<file path="config.mk">
export PLATFORM = sky130hd
export DESIGN_NAME = ext_irq_ctrl
export DESIGN_NICKNAME = d
export VERILOG_FILES = /design/src/rtl/eic_pkg.sv /design/src/rtl/eic_pin_front.sv /design/src/rtl/eic_sense_match.sv /design/src/rtl/ext_irq_ctrl.sv
export SDC_FILE = /design/constraint.sdc
export NUM_CORES = 1
export LEC_CHECK = 0
export BUFFER_PORTS_ARGS = -buffer_cell sky130_fd_sc_hd__buf_2
export CORE_ASPECT_RATIO = 1.2
export CORE_MARGIN = 3
export CORE_UTILIZATION = 57
export CTS_CLUSTER_DIAMETER = 80
export DETAILED_ROUTE_END_ITERATION = 10
export PLACE_DENSITY_LB_ADDON = 0.12
export SLEW_MARGIN = 40
export SYNTH_ARGS = -nofsm -noshare
export SYNTH_HDL_FRONTEND = slang
export SYNTH_SLANG_ARGS = --single-unit
</file>
<file path="constraint.sdc">
create_clock -name clk -period 4.2 [get_ports clk]
set_input_delay 0.42 -clock clk [delete_from_list [all_inputs] [get_ports clk]]
set_output_delay 0.42 -clock clk [all_outputs]
set_load 0.02 [all_outputs]
</file>
<file path="src/rtl/eic_pkg.sv">
package eic_pkg;
  localparam logic [2:0] SN_RISE = 3'd1;
  localparam logic [2:0] SN_FALL = 3'd2;
  localparam logic [2:0] SN_BOTH = 3'd3;
  localparam logic [2:0] SN_HIGH = 3'd4;
  localparam logic [2:0] SN_LOW  = 3'd5;

  localparam int A_CTRL    = 0;
  localparam int A_EVEN    = 1;
  localparam int A_FILT    = 2;
  localparam int A_SENSE   = 3;
  localparam int A_FLAG    = 4;
  localparam int A_NMICFG  = 5;
  localparam int A_NMIFLAG = 6;
endpackage

</file>
<file path="src/rtl/eic_pin_front.sv">
module eic_pin_front #(
  parameter int SYNC_STAGES = 2
) (
  input  logic clk,
  input  logic rst,
  input  logic pin_i,
  input  logic filt_en_i,
  output logic cur_o,
  output logic prev_o
);
  localparam int TAPS = 3;
  logic [SYNC_STAGES-1:0] sync_q;
  logic [TAPS-1:0]        hist_q;
  logic                   prev_q;
  logic                   vote;

  assign vote  = (hist_q[0] & hist_q[1]) | (hist_q[0] & hist_q[2]) | (hist_q[1] & hist_q[2]);
  assign cur_o = filt_en_i ? vote : hist_q[0];
  assign prev_o = prev_q;

  always_ff @(posedge clk) begin
    if (rst) begin
      sync_q <= '0;
      hist_q <= '0;
      prev_q <= 1'b0;
    end else begin
      sync_q <= {sync_q[SYNC_STAGES-2:0], pin_i};
      hist_q <= {hist_q[TAPS-2:0], sync_q[SYNC_STAGES-1]};
      prev_q <= cur_o;
    end
  end
endmodule

</file>
<file path="src/rtl/eic_sense_match.sv">
module eic_sense_match
  import eic_pkg::*;
(
  input  logic [2:0] code_i,
  input  logic       cur_i,
  input  logic       prev_i,
  output logic       hit_o
);
  always_comb begin
    case (code_i)
      SN_RISE: hit_o = cur_i & ~prev_i;
      SN_FALL: hit_o = ~cur_i & prev_i;
      SN_BOTH: hit_o = cur_i ^ prev_i;
      SN_HIGH: hit_o = cur_i;
      SN_LOW:  hit_o = ~cur_i;
      default: hit_o = 1'b0;
    endcase
  end
endmodule

</file>
<file path="src/rtl/ext_irq_ctrl.sv">
module ext_irq_ctrl
  import eic_pkg::*;
#(
  parameter int NCH = 8,
  parameter int AW  = 3,
  parameter int DW  = 32
) (
  input  logic           clk,
  input  logic           rst,
  input  logic           wr_i,
  input  logic           rd_i,
  input  logic [AW-1:0]  addr_i,
  input  logic [DW-1:0]  wdata_i,
  output logic [DW-1:0]  rdata_o,
  input  logic           wprot_i,
  input  logic           dbg_halt_i,
  input  logic [NCH-1:0] pins_i,
  input  logic           nmi_pin_i,
  output logic [NCH-1:0] irq_o,
  output logic [NCH-1:0] evt_o,
  output logic           nmi_o
);
  localparam int SW = 3 * NCH;

  logic           en_q;
  logic [NCH-1:0] even_q, filt_q, flag_q, evt_q;
  logic [SW-1:0]  sense_q;
  logic [3:0]     nmi_cfg_q;
  logic           nmi_flag_q;
  logic [DW-1:0]  rdata_q;

  logic [NCH-1:0] cur, prev, match, hit, clr;
  logic           nmi_cur, nmi_prev, nmi_match, nmi_hit, nmi_clr;
  logic           wr_ok, sw_rst;
  logic           unused_ins;

  assign unused_ins = ^{dbg_halt_i, wdata_i};

  for (genvar i = 0; i < NCH; i++) begin : g_ch
    eic_pin_front u_front (
      .clk(clk), .rst(rst), .pin_i(pins_i[i]), .filt_en_i(filt_q[i]),
      .cur_o(cur[i]), .prev_o(prev[i])
    );
    eic_sense_match u_match (
      .code_i(sense_q[3*i +: 3]), .cur_i(cur[i]), .prev_i(prev[i]), .hit_o(match[i])
    );
  end

  eic_pin_front u_nmi_front (
    .clk(clk), .rst(rst), .pin_i(nmi_pin_i), .filt_en_i(nmi_cfg_q[3]),
    .cur_o(nmi_cur), .prev_o(nmi_prev)
  );
  eic_sense_match u_nmi_match (
    .code_i(nmi_cfg_q[2:0]), .cur_i(nmi_cur), .prev_i(nmi_prev), .hit_o(nmi_match)
  );

  assign hit     = en_q ? match : '0;
  assign nmi_hit = en_q & nmi_match;
  assign wr_ok   = wr_i & ~wprot_i;
  assign sw_rst  = wr_ok && (addr_i == AW'(A_CTRL)) && wdata_i[1];
  assign clr     = (wr_i && addr_i == AW'(A_FLAG)) ? wdata_i[NCH-1:0] : '0;
  assign nmi_clr = wr_i && (addr_i == AW'(A_NMIFLAG)) && wdata_i[0];

  always_ff @(posedge clk) begin
    if (rst || sw_rst) begin
      en_q       <= 1'b0;
      even_q     <= '0;
      filt_q     <= '0;
      sense_q    <= '0;
      nmi_cfg_q  <= '0;
      flag_q     <= '0;
      nmi_flag_q <= 1'b0;
      evt_q      <= '0;
    end else begin
      if (wr_ok) begin
        case (addr_i)
          AW'(A_CTRL):   en_q      <= wdata_i[0];
          AW'(A_EVEN):   even_q    <= wdata_i[NCH-1:0];
          AW'(A_FILT):   filt_q    <= wdata_i[NCH-1:0];
          AW'(A_SENSE):  sense_q   <= wdata_i[SW-1:0];
          AW'(A_NMICFG): nmi_cfg_q <= wdata_i[3:0];
          default: ;
        endcase
      end
      flag_q     <= (flag_q & ~clr) | hit;
      nmi_flag_q <= (nmi_flag_q & ~nmi_clr) | nmi_hit;
      evt_q      <= hit & even_q;
    end
  end

  always_ff @(posedge clk) begin
    if (rst) begin
      rdata_q <= '0;
    end else if (rd_i) begin
      case (addr_i)
        AW'(A_CTRL):    rdata_q <= DW'(en_q);
        AW'(A_EVEN):    rdata_q <= DW'(even_q);
        AW'(A_FILT):    rdata_q <= DW'(filt_q);
        AW'(A_SENSE):   rdata_q <= DW'(sense_q);
        AW'(A_FLAG):    rdata_q <= DW'(flag_q);
        AW'(A_NMICFG):  rdata_q <= DW'(nmi_cfg_q);
        AW'(A_NMIFLAG): rdata_q <= DW'(nmi_flag_q);
        default:        rdata_q <= '0;
      endcase
    end else begin
      rdata_q <= '0;
    end
  end

  assign rdata_o = rdata_q;
  assign irq_o   = flag_q;
  assign evt_o   = evt_q;
  assign nmi_o   = nmi_flag_q;
endmodule

</file>
# Yosys cells after proc, flatten, opt, wreduce, memory -nomap -nowiden
# Cells that the tools add are included.
# totals
out_inout_bits	49
word_cells	222
ff_bits	148
# classes
reduce_logical	13
bitwise	101
eq_ne	51
n_mux	21
# ops
cell	n
$pmux W24 S7	1
$eq A3 B3 Y1 const B	21
$eq A3 B2 Y1 const B	20
$and A1 B1 Y1	48
$pmux W1 S5	9
$eq A3 B1 Y1 const B	10
$not A1 Y1	21
$or A1 B1 Y1	19
$and A8 B8 Y8	2
$mux W8	2
$reduce_and A2 Y1	5
$mux W1	9
$xor A1 B1 Y1	9
$not A8 Y8	1
$or A8 B8 Y8	1
$logic_and A1 B1 Y1	5
$logic_not A3 Y1	1
$reduce_or A2 Y1	1
$logic_or A1 B1 Y1	1

# Depth between registers and ports, before layout
# Gate-level depths: netlist of run 1.
# logic_depth
depth_word	9
depth_mapped	9
depth_no_buf	9

# Modules after synthesis
# Synthesis of run 1 repeated with hierarchy kept, for this count alone.
# unflattened
hier_cells	664
area_unflattened_um2	6085.8
# by_module_without_submodules
module	n_inst	area_per_inst_um2	cells_each
ext_irq_ctrl	1	3462.1	385
eic_pin_front	9	196.4	18
eic_sense_match	9	95.1	13

# Worst setup path before layout of run 1
# Ideal clock, no wire load.
# synth_path
kind	register to register
startpoint	register filt_q[3]
endpoint	register flag_q[3] (netlist: irq_o[3])
t_arrival_ps	1666
setup_time_ps	74
stages_incl_launch_ff	9
required_time_ps	4126
period_less_slack_ps	1740
setup_slack_ps	2460
cell_sequence	dfxtp_1 > a21o_1 > a22oi_1 > inv_1 > ha_1 > a211oi_1 > a31oi_1 > a22o_1 > o21ai_0
# synth_via
elab_chain_len	6
word_cells_on_any_way	8
classes_between	mux (3); bitwise (5)
# synth_rtl
item	line_no	text
start, declared	ext_irq_ctrl.sv:26	logic [NCH-1:0] even_q, filt_q, flag_q, evt_q;
start signal, assigned	ext_irq_ctrl.sv:79	AW'(A_FILT): filt_q <= wdata_i[NCH-1:0];
$mux W1 (*)	eic_pin_front.sv:18	assign cur_o = filt_en_i ? vote : hist_q[0];
net g_ch[3].u_front.cur_o	eic_pin_front.sv:8	output logic cur_o,
$not A1 Y1	eic_sense_match.sv:12, eic_sense_match.sv:15	
$and A1 B1 Y1	eic_sense_match.sv:12	SN_FALL: hit_o = ~cur_i & prev_i;
$pmux W1 S5 (*)	eic_sense_match.sv:10	case (code_i)
$mux W8 (*)	ext_irq_ctrl.sv:57	assign hit = en_q ? match : '0;
$or A8 B8 Y8 (*)	ext_irq_ctrl.sv:85	flag_q <= (flag_q & ~clr) | hit;
end signal, assigned	ext_irq_ctrl.sv:85	
end, declared	ext_irq_ctrl.sv:26	
# Mark *: on every way through the listed nets, which the timed path passes. The rest lies on a longest branch.
# A chain may end at the register's enable or synchronous reset.

# Worst setup path in the final report of run 1
# layout_path
startpoint	input addr_i[2]
endpoint	register evt_q[7] (netlist: evt_o[7])
# layout_via
elab_chain_len	4
# layout_rtl
item	line_no	text
start, declared	ext_irq_ctrl.sv:12	input logic [AW-1:0] addr_i,
$logic_not A3 Y1	ext_irq_ctrl.sv:60	assign sw_rst = wr_ok && (addr_i == AW'(A_CTRL)) && wdata_i[1];
$logic_and A1 B1 Y1 (2 in a row)	ext_irq_ctrl.sv:60	
$logic_or A1 B1 Y1	ext_irq_ctrl.sv:65	if (rst || sw_rst) begin
end signal, assigned	ext_irq_ctrl.sv:87	evt_q <= hit & even_q;
end, declared	ext_irq_ctrl.sv:26	
# Every way passes these cells.

==> summary.txt, run 1 <==
Placement
  • Placed wire-length estimate: 8953 microns
  • Port buffer count: 81
  • Placed Area: 6031 sq um
  • GPL Wtd Cong: 0.8673

Critical path
  • Crit Path Class: primary input to flop
  • Critical Path RT: 4500 ps
  • Reg-to-reg endpoint: irq_o[3]
  • Crit. End Element: flop
  • Reg2reg path depth: 8
  • Critical Path AT: 2590 ps
  • Critical register-to-register path startpoint: filt_q[3]
  • Flop2flop setup slack: 2130 ps
  • Critical Path Source Type: primary input
  • Crit path max fanout: 28

Synth
  • Synthesis-stage register bit count: 140
  • Mapped Area: 5633 sq um
  • YS warnings: 0
  • Top FF cell, synth: dfxtp_1
  • Avg Inst Size Synth: 8.998 sq um
  • Sequential share of the synthesized area: 0.4976
  • Post-Synthesis Cells: 626
  • Post-synth EDFFs: 0
  • Async set-or-reset flop fraction in the synthesized netlist: 0
  • Netlist cell types: 48

Worst hold path
  • Hold Path Stages: 2
  • Min-delay src: pins_i[1]
  • Hold Crit Class: primary input to flop
  • WHS Endpoint: g_ch[1].u_front.sync_q[0]

Floorplanning
  • Die Wd: 96.75 microns
  • Initial Util: 0.5890
  • Core Footprint: 9564 sq um
  • Die Ht: 114.9 microns
  • Boundary Pins: 99
  • Die area: 11120 sq um
  • Std-Cell Rows: 39

STA
  • Final Setup Violations: 0
  • Max Fclk: 0.4354 GHz
  • Actual slew at the worst max-slew pin: 709.0 ps
  • Worst rel slew slack: 0.5237
  • RSZ-0062 raised after global routing: false
  • Period Utilization, post-route: 0.5469
  • Worst clock skew: 7.586 ps
  • Setup Total Neg Slack: 0 ps
  • Slew Limit Fails: 0
  • Final Hold Violating Endpoints: 0
  • Tmin final: 2297 ps

CTS
  • Sinks on Clock Net: 140
  • Max clock buf depth: 2
  • Post-CTS Resized: 0
  • CTS H-tree depth: 4
  • CTS Buf Count: 17
  • Post-CTS Setup Repair Bufs: 0
  • Clk Latency, worst-skew pair: 430 ps
  • Root Buffer: clkbuf_16
  • CTS clk-pin slew, worst paths: 60 ps
  • CTS Hold Bufs: 0
  • CTS tree: built

Global route
  • Vias in the first global route: 4403
  • First-pass GRT wire length: 21960 microns
  • Largest net degree at the start of global routing: 58
  • Total grt overflow: 0
  • Antenna violations before repair: 0
  • GR Util All Layers: 0.2492

Detailed routing
  • 1st-pass router iterations: 6
  • Final wirelength: 13320 microns
  • Residual DRC: 0
  • Via count: 4634
  • Initial DRC count: 333
  • DR vias/cell: 5.543
  • Antenna Nets Post-Route: 0
  • DR WL/cell: 15.93 microns

Power
  • Net switching share of the total power: 0.2280
  • Switching power: 680.0 uW
  • Internal power: 2.303 mW
  • Clock network fraction of total power: 0.497
  • Total power: 2.983 mW
  • Worst VDD drop: 0.3303 mV
  • PD cells: 450.3 nW/um^2
  • Comb pwr share: 0.047
  • Flop pwr share: 0.456
  • Leak: 2.699 nW

Run status
  • Status: finished clean

Job
  • Max-cap viol count: 0

Final layout
  • Final instance area: 6625 sq um
  • Layout cells sized above 1: 0.1879
  • Area grow syn2layout: 17.61%
  • Final core area utilization: 0.6927
  • Nets: 768
  • N_diodes: 0
-- cells in the mapped netlist, types with 11 or more instances --
cell type	count	area share
nor2b_1	51	0.057
nand3_1	26	0.023
nor2_1	41	0.027
mux2i_1	11	0.020
inv_1	34	0.023
nand2_1	95	0.063
a21oi_1	48	0.043
clkbuf_1	13	0.0087
buf_4	14	0.019
dfxtp_1	140	0.50
a31oi_1	14	0.016
o21ai_0	12	0.011
ha_1	18	0.040
-- stage by stage --
step	cells	worst slack [ps]	hold slack [ps]
3_3_place_gp	804	1561	415.4
4_1_cts	836	1941	195.7
2_1_floorplan	633	2460	413.8
3_5_place_dp	804	1504	423.9
6_report	836	1903	200.8
5_1_grt	836	1695	196.2
-- worst max-delay path by stage --
stage | depth (start not counted) | startpoint | end
floorplan | 8 | filt_q[3] | irq_o[3]
global placement | 7 | addr_i[2] | evt_o[7]
detailed placement | 7 | addr_i[2] | evt_o[7]
CTS | 7 | addr_i[2] | evt_o[7]
global route | 7 | addr_i[2] | evt_o[3]
finish | 7 | addr_i[2] | evt_o[7]
-- sequential cells by signal, summed over array words and instances (netlist names), 8 cells and up --
register / flops
g_ch.u_front.hist_q: 24
rdata_o: 24
sense_q: 24
g_ch.u_front.sync_q: 16
even_q: 8
evt_o: 8
filt_q: 8
g_ch.u_front.prev_o: 8
irq_o: 8
-- cells in the final DEF (no fill, tap or decap), types with 10 or more instances in the layout --
cell	n
ha_1	18
clkbuf_16	17
a21oi_1	48
a31oi_1	14
o21ai_0	12
inv_1	34
nor2_1	41
nand3_1	26
nor2b_1	51
buf_2	80
dfxtp_1	140
nand2b_1	10
mux2i_1	11
nand2_1	95
-- cell type report --
| class | count | area (sq um) |
|---|---|---|
| Fill cell | 804 | 2939 |
| Sequential cell | 140 | 2803 |
| Multi-Input combinational cell | 422 | 2509 |
| Clock buffer | 19 | 452.9 |
| Timing Repair Buffer | 85 | 437.9 |
| Tap cell | 123 | 153.9 |
| Clock inverter | 13 | 141.4 |
| Inverter | 34 | 127.6 |
-- metal layers --
layer  wire length, microns  GRT usage
met4                    396     0.1114
met1                   5336     0.2999
met3                   1080    0.07646
met5                      0          0
met2                   6505     0.4139
-- logic make-up after synthesis --
family	synth area share
buffers and inverters	0.06197
adder cells (fa/ha/maj)	0.03998
flip-flops	0.4976
multiplexers	0.03354
AND/OR/NAND/NOR	0.2259
other	0.0006657
XOR/XNOR	0.003110
AO/OA/AOI/OAI	0.1373
-- critical path, cell delays in order --
cell     delay, ps
buf_2          300
nor3b_4        410
buf_4          310
a31o_2         590
nor2_1         340
nand2_1        150
nor2_1          50
-- power by group through the flow --
stage	clock (mW)	combinational (mW)	sequential [mW]
2_1_floorplan	0	0.0993	1.39
3_3_place_gp	0	0.134	1.39
3_5_place_dp	0	0.139	1.39
4_1_cts	1.49	0.140	1.36
5_1_grt	1.56	0.155	1.36
6_report	1.48	0.141	1.36
Note: power is estimated with default switching activity, not from simulation.
==> run 2, diff against run 1 <==
--- a/config.mk
+++ b/config.mk
@@ -8,7 +8,7 @@
 export BUFFER_PORTS_ARGS = -buffer_cell sky130_fd_sc_hd__buf_2
 export CORE_ASPECT_RATIO = 1.2
 export CORE_MARGIN = 3
-export CORE_UTILIZATION = 57
+export CORE_UTILIZATION = 50
 export CTS_CLUSTER_DIAMETER = 80
 export DETAILED_ROUTE_END_ITERATION = 10
 export PLACE_DENSITY_LB_ADDON = 0.12
==> constraint.sdc (replaced) <==
create_clock -name clk -period 1.9 [get_ports clk]
set_input_delay 0.19 -clock clk [delete_from_list [all_inputs] [get_ports clk]]
set_output_delay 0.19 -clock clk [all_outputs]
set_load 0.02 [all_outputs]
==> run 2 against run 1 <==
- utilization decreased by 3.5 points
- setup slack got worse by 1800 ps
- design area increased by 6.9%
- combinational power increased to 2.6 times the previous value
- via count increased by 2.1%
- global-route usage decreased by 1.6 points
- die area increased by 13%
- final cell count increased by 5.3%
- wire length increased by 6.8%
- largest cell class unchanged
- highest routed layer unchanged
==> summary.txt, run 2 (synthesized netlist as in run 1, its figures left out) <==
Placement
  • Placed cells: 839 (was 804)
  • Port buffer count: 81 (unchanged)
  • Worst slack at placement: 37.31 ps (was 1504 ps)
  • Placed wire-length estimate: 9650 microns (was 8953 microns)
  • GPL Wtd Cong: 0.8697 (was 0.8673)
  • Placed Area: 6277 sq um (was 6031 sq um)

CTS
  • CTS tree: built (unchanged)
  • CTS H-tree depth: 4 (unchanged)
  • CTS clk-pin slew, worst paths: 60 ps (about the same)
  • Sinks on Clock Net: 140 (unchanged)
  • Root Buffer: clkbuf_16 (unchanged)
  • Post-CTS Setup Repair Bufs: 0 (unchanged)
  • Clk Latency, worst-skew pair: 410 ps (was 430 ps)
  • Max clock buf depth: 2 (unchanged)
  • CTS Buf Count: 17 (unchanged)

Critical path
  • Slowest stage delay, CP: 330 ps (was 590 ps)
  • Crit Path Class: flop to flop (was primary input to flop)
  • Critical Path RT: 2230 ps (was 4500 ps)
  • Critical Path Source Type: flop (was primary input)
  • Slowest cell on the critical path: dfxtp_1 (was a31o_2)
  • Crit. End Element: flop (unchanged)
  • Crit path max fanout: 3 (was 28)
  • Critical Path AT: 2120 ps (was 2590 ps)
  • Worst path cell trace: a21o_1 > a22oi_2 > inv_1 > ha_1 > a211oi_1 > a31oi_1 > a22o_1 > o21ai_0 (was buf_2 > nor3b_4 > buf_4 > a31o_2 > nor2_1 > nand2_1 > nor2_1)

Power
  • Total power: 6.972 mW (was 2.983 mW)
  • Leak: 2.925 nW (was 2.699 nW)
  • Switching power: 1.470 mW (was 680.0 uW)
  • PD cells: 984.3 nW/um^2 (was 450.3 nW/um^2)
  • Clock network fraction of total power: 0.515 (was 0.497)
  • Net switching share of the total power: 0.2109 (was 0.2280)
  • Comb pwr share: 0.053 (was 0.047)
  • Flop pwr share: 0.432 (was 0.456)
  • Internal power: 5.502 mW (was 2.303 mW)
  • Worst VDD drop: 0.5913 mV (was 0.3303 mV)

Detailed routing
  • Via count: 4730 (was 4634)
  • 1st-pass router iterations: 5 (was 6)
  • DR vias/cell: 5.375 (was 5.543)
  • Final wirelength: 14220 microns (was 13320 microns)
  • Initial DRC count: 148 (was 333)
  • DR WL/cell: 16.16 microns (was 15.93 microns)
  • Antenna Nets Post-Route: 0 (unchanged)
  • Residual DRC: 0 (unchanged)

Floorplanning
  • Die Wd: 102.9 microns (was 96.75 microns)
  • Die area: 12580 sq um (was 11120 sq um)
  • Std-Cell Rows: 41 (was 39)
  • Die Ht: 122.3 microns (was 114.9 microns)
  • Boundary Pins: 99 (unchanged)
  • Initial Util: 0.5229 (was 0.5890)
  • Core Footprint: 10770 sq um (was 9564 sq um)

Final layout
  • Area grow syn2layout: 25.74% (was 17.61%)
  • N_diodes: 0 (unchanged)
  • Most frequent cells in the layout: dfxtp_1 (138), nand2_1 (95), buf_2 (81) (was dfxtp_1 (140), nand2_1 (95), buf_2 (80))
  • Layout Cells excl Fill: 880 (was 836)
  • Layout cells sized above 1: 0.2317 (was 0.1879)
  • Commonest non-fill, non-tap cell in the layout: dfxtp_1 (unchanged)
  • Final instance area: 7083 sq um (was 6625 sq um)
  • Final core area utilization: 0.6575 (was 0.6927)
  • Nets: 806 (was 768)

Run status
  • Status: finished clean (unchanged)

Global route
  • GR Util All Layers: 0.2336 (was 0.2492)
  • Vias in the first global route: 4714 (was 4403)
  • Total grt overflow: 0 (unchanged)
  • First-pass GRT wire length: 22540 microns (was 21960 microns)
  • Antenna violations before repair: 0 (unchanged)
  • Largest net degree at the start of global routing: 37 (was 58)

STA
  • Slew Limit Fails: 0 (unchanged)
  • Max Fclk: 0.5589 GHz
  • RSZ-0062 raised after global routing: true (was false)
  • Setup WS post-layout: 110.9 ps (was 1903 ps)
  • Final Hold Violating Endpoints: 0 (unchanged)
  • Worst clock skew: 6.415 ps (was 7.586 ps)
  • Tmin final: 1789 ps
  • Period Utilization, post-route: 0.9416
  • Final Setup Violations: 0 (unchanged)
  • Setup Total Neg Slack: 0 ps (unchanged)
  • WHS: 22.52 ps (was 200.8 ps)

Job
  • Max-cap viol count: 0 (unchanged)

Worst hold path
  • Hold Crit Class: primary input to flop (unchanged)
==> run 2: cell types whose count changed in the layout (fill, tap and decap cells not counted), moves of 4 or more <==
cell,change
a22oi_1,-4
a22oi_2,+4
buf_4,+26
dlygate4sd3_1,+9
==> run 2: worst max-delay path: cells and delay by family (launching register included) <==
family / cells / cell delay (ps)
AO/OA/AOI/OAI: 6 / 1040
flip-flops: 1 / 330
adder cells (fa/ha/maj): 1 / 280
buffers and inverters: 1 / 70
==> run 2: routing by layer <==
metal	global-route usage	vias up	part of all wire
li1	-	2309	-
met1	0.2870	2221	0.42
met2	0.3868	169	0.49
met3	0.04491	31	0.057
met4	0.1174	0	0.033
met5	0	-	0
==> run 2: layout make-up <==
class | instances | area, sq um
inverter | 34 | 127.6
multi-input combinational | 422 | 2567
fill | 902 | 3690
sequential | 140 | 2805
clock inverter | 10 | 158.9
tap | 129 | 161.4
clock buffer | 22 | 494.2
timing repair buffer | 123 | 768.2
==> run 2: worst paths after layout <==
kind	startpoint	to	slack, ps	cells after the start
max	g_ch[4].u_front.hist_q[0]	irq_o[4]	110	8
min	wdata_i[20]	sense_q[20]	20	3
max reg2reg	g_ch[4].u_front.hist_q[0]	irq_o[4]	110	8
min reg2reg	g_ch[2].u_front.sync_q[1]	g_ch[2].u_front.hist_q[0]	430	1
==> run 2: power groups by stage <==
stage	Clock (mW)	Combinational, mW	Sequential [mW]
4_1_cts	3.63	0.362	3.01
2_1_floorplan	0	0.220	3.07
3_5_place_dp	0	0.344	3.07
5_1_grt	3.75	0.403	3.01
6_report	3.59	0.369	3.01
3_3_place_gp	0	0.335	3.07
==> run 2: timing repair <==
action,CTS,global route
hold endpoints to repair,9,0
pin swaps,0,8
resized for setup,2,13
hold buffers,9,0
endpoints found under the setup margin,2,12
==> run 3, diff against run 2 <==
==> constraint.sdc (replaced) <==
create_clock -name clk -period 1.9 [get_ports clk]
set_input_delay 0.285 -clock clk [delete_from_list [all_inputs] [get_ports clk]]
set_output_delay 0.285 -clock clk [all_outputs]
set_load 0.02 [all_outputs]
==> run 3 against run 2 <==
- power decreased by 2.9%
- design area decreased by 1.9%
- sequential cell count unchanged
- clock skew about the same
- sequential share of layout area increased by 0.75 points
- non-clock buffer count decreased by 7
- worst hold slack improved by 60 ps
- combinational power decreased by 4%
- register-to-register slack about the same
- die area unchanged
- setup slack got worse by 0.54 ps
- critical path type unchanged
- largest power group unchanged
==> summary.txt, run 3 (synthesized netlist as in run 1, its figures left out) <==
Run status
  • Status: finished clean (unchanged)

Detailed routing
  • Initial DRC count: 226 (was 148)
  • Antenna Nets Post-Route: 0 (unchanged)
  • 1st-pass router iterations: 5 (unchanged)
  • Via count: 4651 (was 4730)
  • DR WL/cell: 15.93 microns (was 16.16 microns)
  • Residual DRC: 0 (unchanged)
  • Final wirelength: 13870 microns (was 14220 microns)
  • DR vias/cell: 5.340 (was 5.375)

Power
  • Worst VDD drop: 0.5958 mV (was 0.5913 mV)
  • Leak: 2.873 nW (was 2.925 nW)
  • PD cells: 973.8 nW/um^2 (was 984.3 nW/um^2)
  • Total power: 6.767 mW (was 6.972 mW)

CTS
  • Clk Latency, worst-skew pair: 410 ps (about the same)
  • CTS tree: built (unchanged)
  • Root Buffer: clkbuf_16 (unchanged)
  • Max clock buf depth: 2 (unchanged)
  • CTS H-tree depth: 4 (unchanged)
  • CTS Buf Count: 17 (unchanged)
  • CTS clk-pin slew, worst paths: 60 ps (about the same)
  • Sinks on Clock Net: 140 (unchanged)
  • Post-CTS Setup Repair Bufs: 0 (unchanged)

Placement
  • Placed Area: 6292 sq um (was 6277 sq um)
  • Worst slack at placement: -25.12 ps (was 37.31 ps)
  • Port buffer count: 81 (unchanged)
  • Placed wire-length estimate: 9732 microns (was 9650 microns)
  • GPL Wtd Cong: 0.8849 (was 0.8697)

Final layout
  • Most frequent cells in the layout: dfxtp_1 (139), nand2_1 (95), buf_2 (81) (was dfxtp_1 (138), nand2_1 (95), buf_2 (81))
  • Area grow syn2layout: 23.37% (was 25.74%)
  • Final instance area: 6949 sq um (was 7083 sq um)
  • N_diodes: 0 (unchanged)
  • Final core area utilization: 0.6451 (was 0.6575)
  • Nets: 799 (was 806)
  • Commonest non-fill, non-tap cell in the layout: dfxtp_1 (unchanged)
  • Layout cells sized above 1: 0.2305 (was 0.2317)

Critical path
  • Crit Path Class: flop to flop (unchanged)
  • Critical Path Source Type: flop (unchanged)
  • Flop2flop setup slack: 110 ps (about the same)
  • Crit path max fanout: 4 (was 3)
  • Crit. End Element: flop (unchanged)
  • Critical Path RT: 2230 ps (about the same)
  • Critical Path AT: 2120 ps (about the same)

STA
  • Max Fclk: 0.5588 GHz (was 0.5589 GHz)
  • Final Hold Violating Endpoints: 0 (unchanged)
  • Setup WS post-layout: 110.3 ps (was 110.9 ps)
  • Slew Limit Fails: 0 (unchanged)
  • Tmin final: 1790 ps (was 1789 ps)
  • RSZ-0062 raised after global routing: true (unchanged)
  • WHS: 82.92 ps (was 22.52 ps)
  • Period Utilization, post-route: 0.9419 (was 0.9416)
  • Worst clock skew: 6.523 ps (was 6.415 ps)
  • Final Setup Violations: 0 (unchanged)

Floorplanning
  • Die area: 12580 sq um (unchanged)
  • Core Footprint: 10770 sq um (unchanged)
  • Die Ht: 122.3 microns (unchanged)
  • Initial Util: 0.5229 (unchanged)
  • Boundary Pins: 99 (unchanged)
  • Die Wd: 102.9 microns (unchanged)
  • Std-Cell Rows: 41 (unchanged)

Global route
  • GR Util All Layers: 0.2272 (was 0.2336)
  • First-pass GRT wire length: 21920 microns (was 22540 microns)
  • Vias in the first global route: 4523 (was 4714)
  • Largest net degree at the start of global routing: 43 (was 37)
  • Antenna violations before repair: 0 (unchanged)
  • Total grt overflow: 0 (unchanged)

Worst hold path
  • Hold Crit Class: primary input to flop (unchanged)

Job
  • Max-cap viol count: 0 (unchanged)
[run 3: worst paths after layout]
check / start / end / cells after the start
max reg2reg: filt_q[4] / irq_o[4] / 8
min reg2reg: g_ch[2].u_front.sync_q[1] / g_ch[2].u_front.hist_q[0] / 1
min: pins_i[0] / g_ch[0].u_front.sync_q[0] / 2
max: filt_q[4] / irq_o[4] / 8
[run 3: metal layers]
layer / wire length, microns / share of wire / vias up / GRT usage
li1: - / - / 2300 / -
met1: 5934 / 0.43 / 2174 / 0.2734
met2: 6953 / 0.50 / 151 / 0.3832
met3: 710 / 0.051 / 26 / 0.05571
met4: 276 / 0.020 / 0 / 0.09555
met5: 0 / 0 / - / 0
[run 3: what timing repair did]
| action | in CTS | in global routing |
|---|---|---|
| pin swaps | 0 | 7 |
| endpoints found under the hold margin | 0 | 0 |
| setup endpoints to repair | 2 | 12 |
| resized for setup | 1 | 12 |
| hold buffers | 0 | 0 |
[run 3: cell type report]
type | count | area (sq um)
Inverter | 34 | 127.6
Clock inverter | 12 | 172.7
Timing Repair Buffer | 116 | 693.2
Clock buffer | 18 | 439.2
Sequential cell | 140 | 2804
Tap cell | 129 | 161.4
Fill cell | 938 | 3824
Multi-Input combinational cell | 422 | 2551
[run 3: critical path, cell delays in order (launching register included)]
cell,delay (ps)
dfxtp_1,330
a21o_1,160
a22oi_1,220
inv_1,80
ha_1,280
a211oi_1,240
a31oi_1,70
a22o_1,210
o21ai_0,130
[run 3: per-stage QoR]
stage          setup TNS [ps]  cells
5_1_grt                -59.30    871
3_3_place_gp                0    841
4_1_cts                     0    871
2_1_floorplan               0    633
6_report                    0    871
3_5_place_dp           -25.12    841
[run 3: power by group]
part	switching [mW]	total, mW	leakage (nW)	internal (mW)
clock network	1.20	3.40	0.297	2.21
registers	0.0274	3.01	1.13	2.98
logic	0.216	0.354	1.44	0.138
